`config.mk`:
```
export PLATFORM = sky130hd
export DESIGN_NAME = tw_word_rx
export DESIGN_NICKNAME = d
export VERILOG_FILES = /design/src/rtl/tw_rx_pkg.sv /design/src/rtl/tw_sync_edge.sv /design/src/rtl/tw_shift_count.sv /design/src/rtl/tw_word_latch.sv /design/src/rtl/tw_word_rx.sv
export SDC_FILE = /design/constraint.sdc
export NUM_CORES = 1
export LEC_CHECK = 0
export CAP_MARGIN = 40
export CORE_ASPECT_RATIO = 0.6
export CORE_UTILIZATION = 50
export DETAILED_ROUTE_END_ITERATION = 16
export PLACE_DENSITY = 0.73
export SLEW_MARGIN = 40
export SYNTH_ARGS = -nofsm -noshare
export SYNTH_HDL_FRONTEND = slang
export SYNTH_SLANG_ARGS = --single-unit
```
`constraint.sdc`:
```
create_clock -name clk -period 3.3 [get_ports clk]
set_clock_uncertainty 0.1 [all_clocks]
set_input_delay 0.99 -clock clk [delete_from_list [all_inputs] [get_ports clk]]
set_output_delay 0.99 -clock clk [all_outputs]
set_load 0.02 [all_outputs]
```
`src/rtl/tw_rx_pkg.sv`:
```
package tw_rx_pkg;
   // width needed to count up to one past the word length
   function automatic int cnt_width(input int word_w);
      return $clog2(word_w + 2);
   endfunction
endpackage

```
`src/rtl/tw_sync_edge.sv`:
```
module tw_sync_edge #(
   parameter int W      = 3,
   parameter int STAGES = 2
) (
   input  logic         clk,
   input  logic         rst_n,
   input  logic [W-1:0] async_in,
   output logic [W-1:0] lvl,
   output logic [W-1:0] rise,
   output logic [W-1:0] fall
);
   if (STAGES < 2) begin : g_bad_stages
      $error("tw_sync_edge: STAGES must be at least 2");
   end

   logic [W-1:0] chain [STAGES];
   logic [W-1:0] last;

   always_ff @(posedge clk or negedge rst_n) begin
      if (!rst_n) begin
         for (int i = 0; i < STAGES; i++) chain[i] <= '0;
         last <= '0;
      end else begin
         chain[0] <= async_in;
         for (int i = 1; i < STAGES; i++) chain[i] <= chain[i-1];
         last <= chain[STAGES-1];
      end
   end

   assign lvl  = chain[STAGES-1];
   assign rise = lvl & ~last;
   assign fall = ~lvl & last;
endmodule

```
`src/rtl/tw_shift_count.sv`:
```
module tw_shift_count #(
   parameter int WORD_W = 19,
   parameter int CNT_W  = tw_rx_pkg::cnt_width(WORD_W)
) (
   input  logic              clk,
   input  logic              rst_n,
   input  logic              en_lvl,
   input  logic              en_rise,
   input  logic              sclk_fall,
   input  logic              din,
   output logic [WORD_W-1:0] word,
   output logic [CNT_W-1:0]  cnt
);
   localparam logic [CNT_W-1:0] CNT_SAT = CNT_W'(WORD_W + 1);

   if ((1 << CNT_W) <= WORD_W + 1) begin : g_bad_cnt
      $error("tw_shift_count: CNT_W too narrow for saturation value");
   end

   always_ff @(posedge clk or negedge rst_n) begin
      if (!rst_n) begin
         word <= '0;
         cnt  <= '0;
      end else if (en_rise) begin
         word <= '0;
         cnt  <= '0;
      end else if (en_lvl && sclk_fall) begin
         word <= {word[WORD_W-2:0], din};
         if (cnt != CNT_SAT) cnt <= cnt + 1'b1;
      end
   end
endmodule

```
`src/rtl/tw_word_latch.sv`:
```
module tw_word_latch #(
   parameter int PORT_W  = 4,
   parameter int RATIO_W = 15,
   parameter int WORD_W  = PORT_W + RATIO_W,
   parameter int CNT_W   = tw_rx_pkg::cnt_width(WORD_W)
) (
   input  logic               clk,
   input  logic               rst_n,
   input  logic               en_fall,
   input  logic [CNT_W-1:0]   cnt,
   input  logic [WORD_W-1:0]  word,
   output logic [PORT_W-1:0]  port_bits,
   output logic [RATIO_W-1:0] div_ratio,
   output logic               pll_off,
   output logic               cp_high
);
   localparam logic [CNT_W-1:0] CNT_FULL = CNT_W'(WORD_W);

   if (WORD_W != PORT_W + RATIO_W) begin : g_bad_split
      $error("tw_word_latch: WORD_W must equal PORT_W + RATIO_W");
   end

   always_ff @(posedge clk or negedge rst_n) begin
      if (!rst_n) begin
         port_bits <= '0;
         div_ratio <= '0;
      end else if (en_fall && (cnt == CNT_FULL)) begin
         port_bits <= word[WORD_W-1 -: PORT_W];
         div_ratio <= word[RATIO_W-1:0];
      end
   end

   assign pll_off = (div_ratio == '0);
   assign cp_high = 1'b1;
endmodule

```
`src/rtl/tw_word_rx.sv`:
```
module tw_word_rx #(
   parameter int PORT_W      = 4,
   parameter int RATIO_W     = 15,
   parameter int SYNC_STAGES = 2
) (
   input  logic               clk,
   input  logic               rst_n,
   input  logic               ser_data,
   input  logic               ser_clk,
   input  logic               ser_en,
   output logic [PORT_W-1:0]  port_bits,
   output logic [RATIO_W-1:0] div_ratio,
   output logic               pll_off,
   output logic               cp_high
);
   localparam int WORD_W = PORT_W + RATIO_W;
   localparam int CNT_W  = tw_rx_pkg::cnt_width(WORD_W);

   if (PORT_W < 1 || RATIO_W < 1) begin : g_bad_width
      $error("tw_word_rx: field widths must be positive");
   end

   // bit 2 = enable, bit 1 = serial clock, bit 0 = data
   logic [2:0] s_lvl, s_rise, s_fall;
   logic              en_lvl, en_rise, en_fall, sclk_fall, din;
   logic [WORD_W-1:0] word;
   logic [CNT_W-1:0]  cnt;

   tw_sync_edge #(.W(3), .STAGES(SYNC_STAGES)) u_sync (
      .clk      (clk),
      .rst_n    (rst_n),
      .async_in ({ser_en, ser_clk, ser_data}),
      .lvl      (s_lvl),
      .rise     (s_rise),
      .fall     (s_fall)
   );

   assign en_lvl    = s_lvl[2];
   assign en_rise   = s_rise[2];
   assign en_fall   = s_fall[2];
   assign sclk_fall = s_fall[1];
   assign din       = s_lvl[0];

   tw_shift_count #(.WORD_W(WORD_W), .CNT_W(CNT_W)) u_shift (
      .clk       (clk),
      .rst_n     (rst_n),
      .en_lvl    (en_lvl),
      .en_rise   (en_rise),
      .sclk_fall (sclk_fall),
      .din       (din),
      .word      (word),
      .cnt       (cnt)
   );

   tw_word_latch #(.PORT_W(PORT_W), .RATIO_W(RATIO_W), .WORD_W(WORD_W), .CNT_W(CNT_W)) u_latch (
      .clk       (clk),
      .rst_n     (rst_n),
      .en_fall   (en_fall),
      .cnt       (cnt),
      .word      (word),
      .port_bits (port_bits),
      .div_ratio (div_ratio),
      .pll_off   (pll_off),
      .cp_high   (cp_high)
   );
endmodule

```
==> impl_metrics.toml <==
[synthesis]
postSynthCellCount = 171
ys_warn_count = 0
synth.largest_area_cell = "dfrtp_1"
synth_top_cell_area_share_pct = 62.16
netlist_area_um2 = 2053
synth_top_family_by_area = "simple AND/OR/NAND/NOR gates"
yosys.area_share.adder_pct = 1.219
synthSimpleGateAreaFrac_pct = 14.63
yosysSeqAreaShare_pct = 62.16
avgSynthCellArea_um2 = 12.01
synth_mux_area_share_pct = 12.25
synthTopCellsByArea = "dfrtp_1 62%, mux2_4 7.3%, nand2_1 7.1%, a21oi_1 5.4%, mux2_2 4.9%"
syn-num-nets = 178
synth_cell_types = 29
synth_seq_cells = 51
synth-compound-area-share_pct = 7.191
synth_xor_area_share_pct = 0

[run]
cap_violations = 0

[timing]
slew_violations = 0
fin_tns_setup_ps = 0
hold_viol = 0
setup_viol_count_final = 0
period_needed_ps = 3119
period_share_pct = 94.52
max_freq_ghz = 0.3206
slew_headroom_pct = 51.64
grt_setup_unrepaired = "no"
worst_pin_slew_ps = 725.4

[critical_path]
end_kind = "output pin"
cp.required_ps = 2210
cp.arrival_ps = 2030
critical_path_class = "register to output pin"
r2r_cells = 3
cp-start-kind = "register"
crit_fanout = 3

[global_routing]
grtUsageMet3_pct = 5.238
grtUsageMet1_pct = 24.82
grt-busiest-layer = "met2"
grt_pass1_vias = 1319
use_met2_pct = 32.93
antenna_found_initial = 0
grt_overflow = 0
grt_max_degree = 38
grt_util_all_layers_pct = 19.70
grt_first_pass_wirelength_um = 6348

[placed_design]
io_buffers = 24
gp_congestion = 0.7009
dp_hpwl_um = 2535

[die]
fp.dieW_um = 84.73
fp.dieH_um = 51.64
core-area_um2 = 3807
num_rows = 17
start_util_pct = 53.93
io_pins = 26
die_area_um2 = 4375

[finish]
layout_commonest_cell = "dfrtp_1"
layout-drive-gt1-share_pct = 16.67
fill_cells = 308
layout.nets = 204
layout_common_cells = "51 x dfrtp_1, 39 x nand2_1, 23 x clkdlybuf4s50_1"
area_growth_pct = 17.55
antennaDiodeCount = 0
regArea_um2 = 1276
multi_input_area_um2 = 728.2

[route]
drt_iter0_markers = 127
drc = 0
wl_per_cell_um = 15.16
drt-pass1-iter-count = 8
routed_wl_um = 3714
antenna_left = 0
drt-vias-per-instance = 5.522
route.vias.total = 1353

[pwr]
report.power.total_mw = 1.030
p_leak_nw = 1.112
ir_drop_mv = 0.2472
powerDensity_nw_per_um2 = 426.6

[clocking]
cts_tree = "yes"
clockBufferDepth = 2
path_clk_slew_ps = 80
cts-htree-levels = 2
clk_latency_ps = 310
postCtsHoldBufs = 0
cts_made_buffers = 5
clock_sinks = 51
post_cts_resized = 0
post_cts_buffers = 0
clock-root-buffer = "clkbuf_8"

[outcome]
run_status = "complete, no violations"

[min_path]
hold_class = "register to register"
hold_depth = 0
## flip-flops by register name (all words and copies together) (netlist names)
signal             count
u_latch.div_ratio     15
u_latch.port_bits      4
u_shift.cnt            5
u_shift.word          19
u_sync.chain           3
u_sync.last            2
u_sync.lvl             3
## metrics by stage
step / area, um2 / instances / utilization (%) / hold slack, ps / setup WS [ps]
2_1_floorplan: 2053 / 171 / - / 231.2 / 1191
3_3_place_gp: 2328 / 237 / 61.16 / 232.5 / 592.6
3_5_place_dp: 2328 / 237 / 61.16 / 240.3 / 502.0
4_1_cts: 2414 / 245 / 63.39 / 259.8 / 158.9
5_1_grt: 2414 / 245 / 63.39 / 266.4 / 57.81
6_report: 2414 / 245 / 63.39 / 257.9 / 180.9
## synthesized netlist by cell type
cell type and n:
inv_1 2, nand2b_1 1, nor3_1 2, a211oi_1 1
a21oi_1 22, o31ai_1 1, nor2b_2 1, o21ai_0 3
nand4_4 1, nor2_1 1, mux2_4 10, nor4_1 3
o211ai_1 1, or4_1 1, nand3_1 4, and3b_1 1
nor2b_1 1, conb_1 1, buf_4 1, and4_1 1
ha_1 2, mux2_2 9, and4b_4 1, buf_6 1
nand2_1 39, clkbuf_1 6, or3_1 2, nand3b_1 1
dfrtp_1 51
## where the power goes
part	leakage (nW)	switching (mW)	internal, mW
Clock	0.0412	0.199	0.148
Combinational	0.378	0.0304	0.0119
Sequential	0.693	0.00683	0.633
Total	1.11	0.236	0.793
## worst max-delay path, cell delays in order, from the launching register on
cell and delay, ps:
dfrtp_1 410, nor4_1 460, and4_1 260, clkdlybuf4s50_1 600
## final timing paths
path	slack [ps]	end	startpoint
max in group asynchronous	1850	u_shift.word[7]$_DFFE_PN0P_	rst_n
hold reg to reg	260	u_sync.lvl[1]$_DFF_PN0_	u_sync.chain[4]$_DFF_PN0_
hold / removal	260	u_sync.lvl[1]$_DFF_PN0_	u_sync.chain[4]$_DFF_PN0_
min in group asynchronous	470	u_latch.div_ratio[5]$_DFFE_PN0P_	rst_n
setup / recovery	180	pll_off	u_latch.div_ratio[1]$_DFFE_PN0P_
setup reg to reg	1590	u_latch.port_bits[0]$_DFFE_PN0P_	u_shift.cnt[0]$_DFFE_PN0P_
## per-layer routing
| layer | share of wire [%] | vias to the layer above |
|---|---|---|
| met5 | 0 | - |
| met4 | 1.5 | 0 |
| met3 | 3.4 | 7 |
| met2 | 48 | 24 |
| met1 | 48 | 685 |
| li1 | - | 637 |
## area by class of cell
cell class	count	share of cell area [%]
clock buffer	6	3.007
sequential	51	52.88
clock inverter	2	0.5184
inverter	2	0.3110
timing repair buffer	27	10.68
multi-input combinational	110	30.17
tap	47	2.437
## kinds of logic after synthesis
group | count (synthesis)
flip-flops | 51
other | 1
multiplexers | 19
AND/OR/NAND/NOR | 60
adder cells (fa/ha/maj) | 2
buffers and inverters | 10
AO/OA/AOI/OAI | 28
Note: power is estimated with default switching activity, not from simulation.
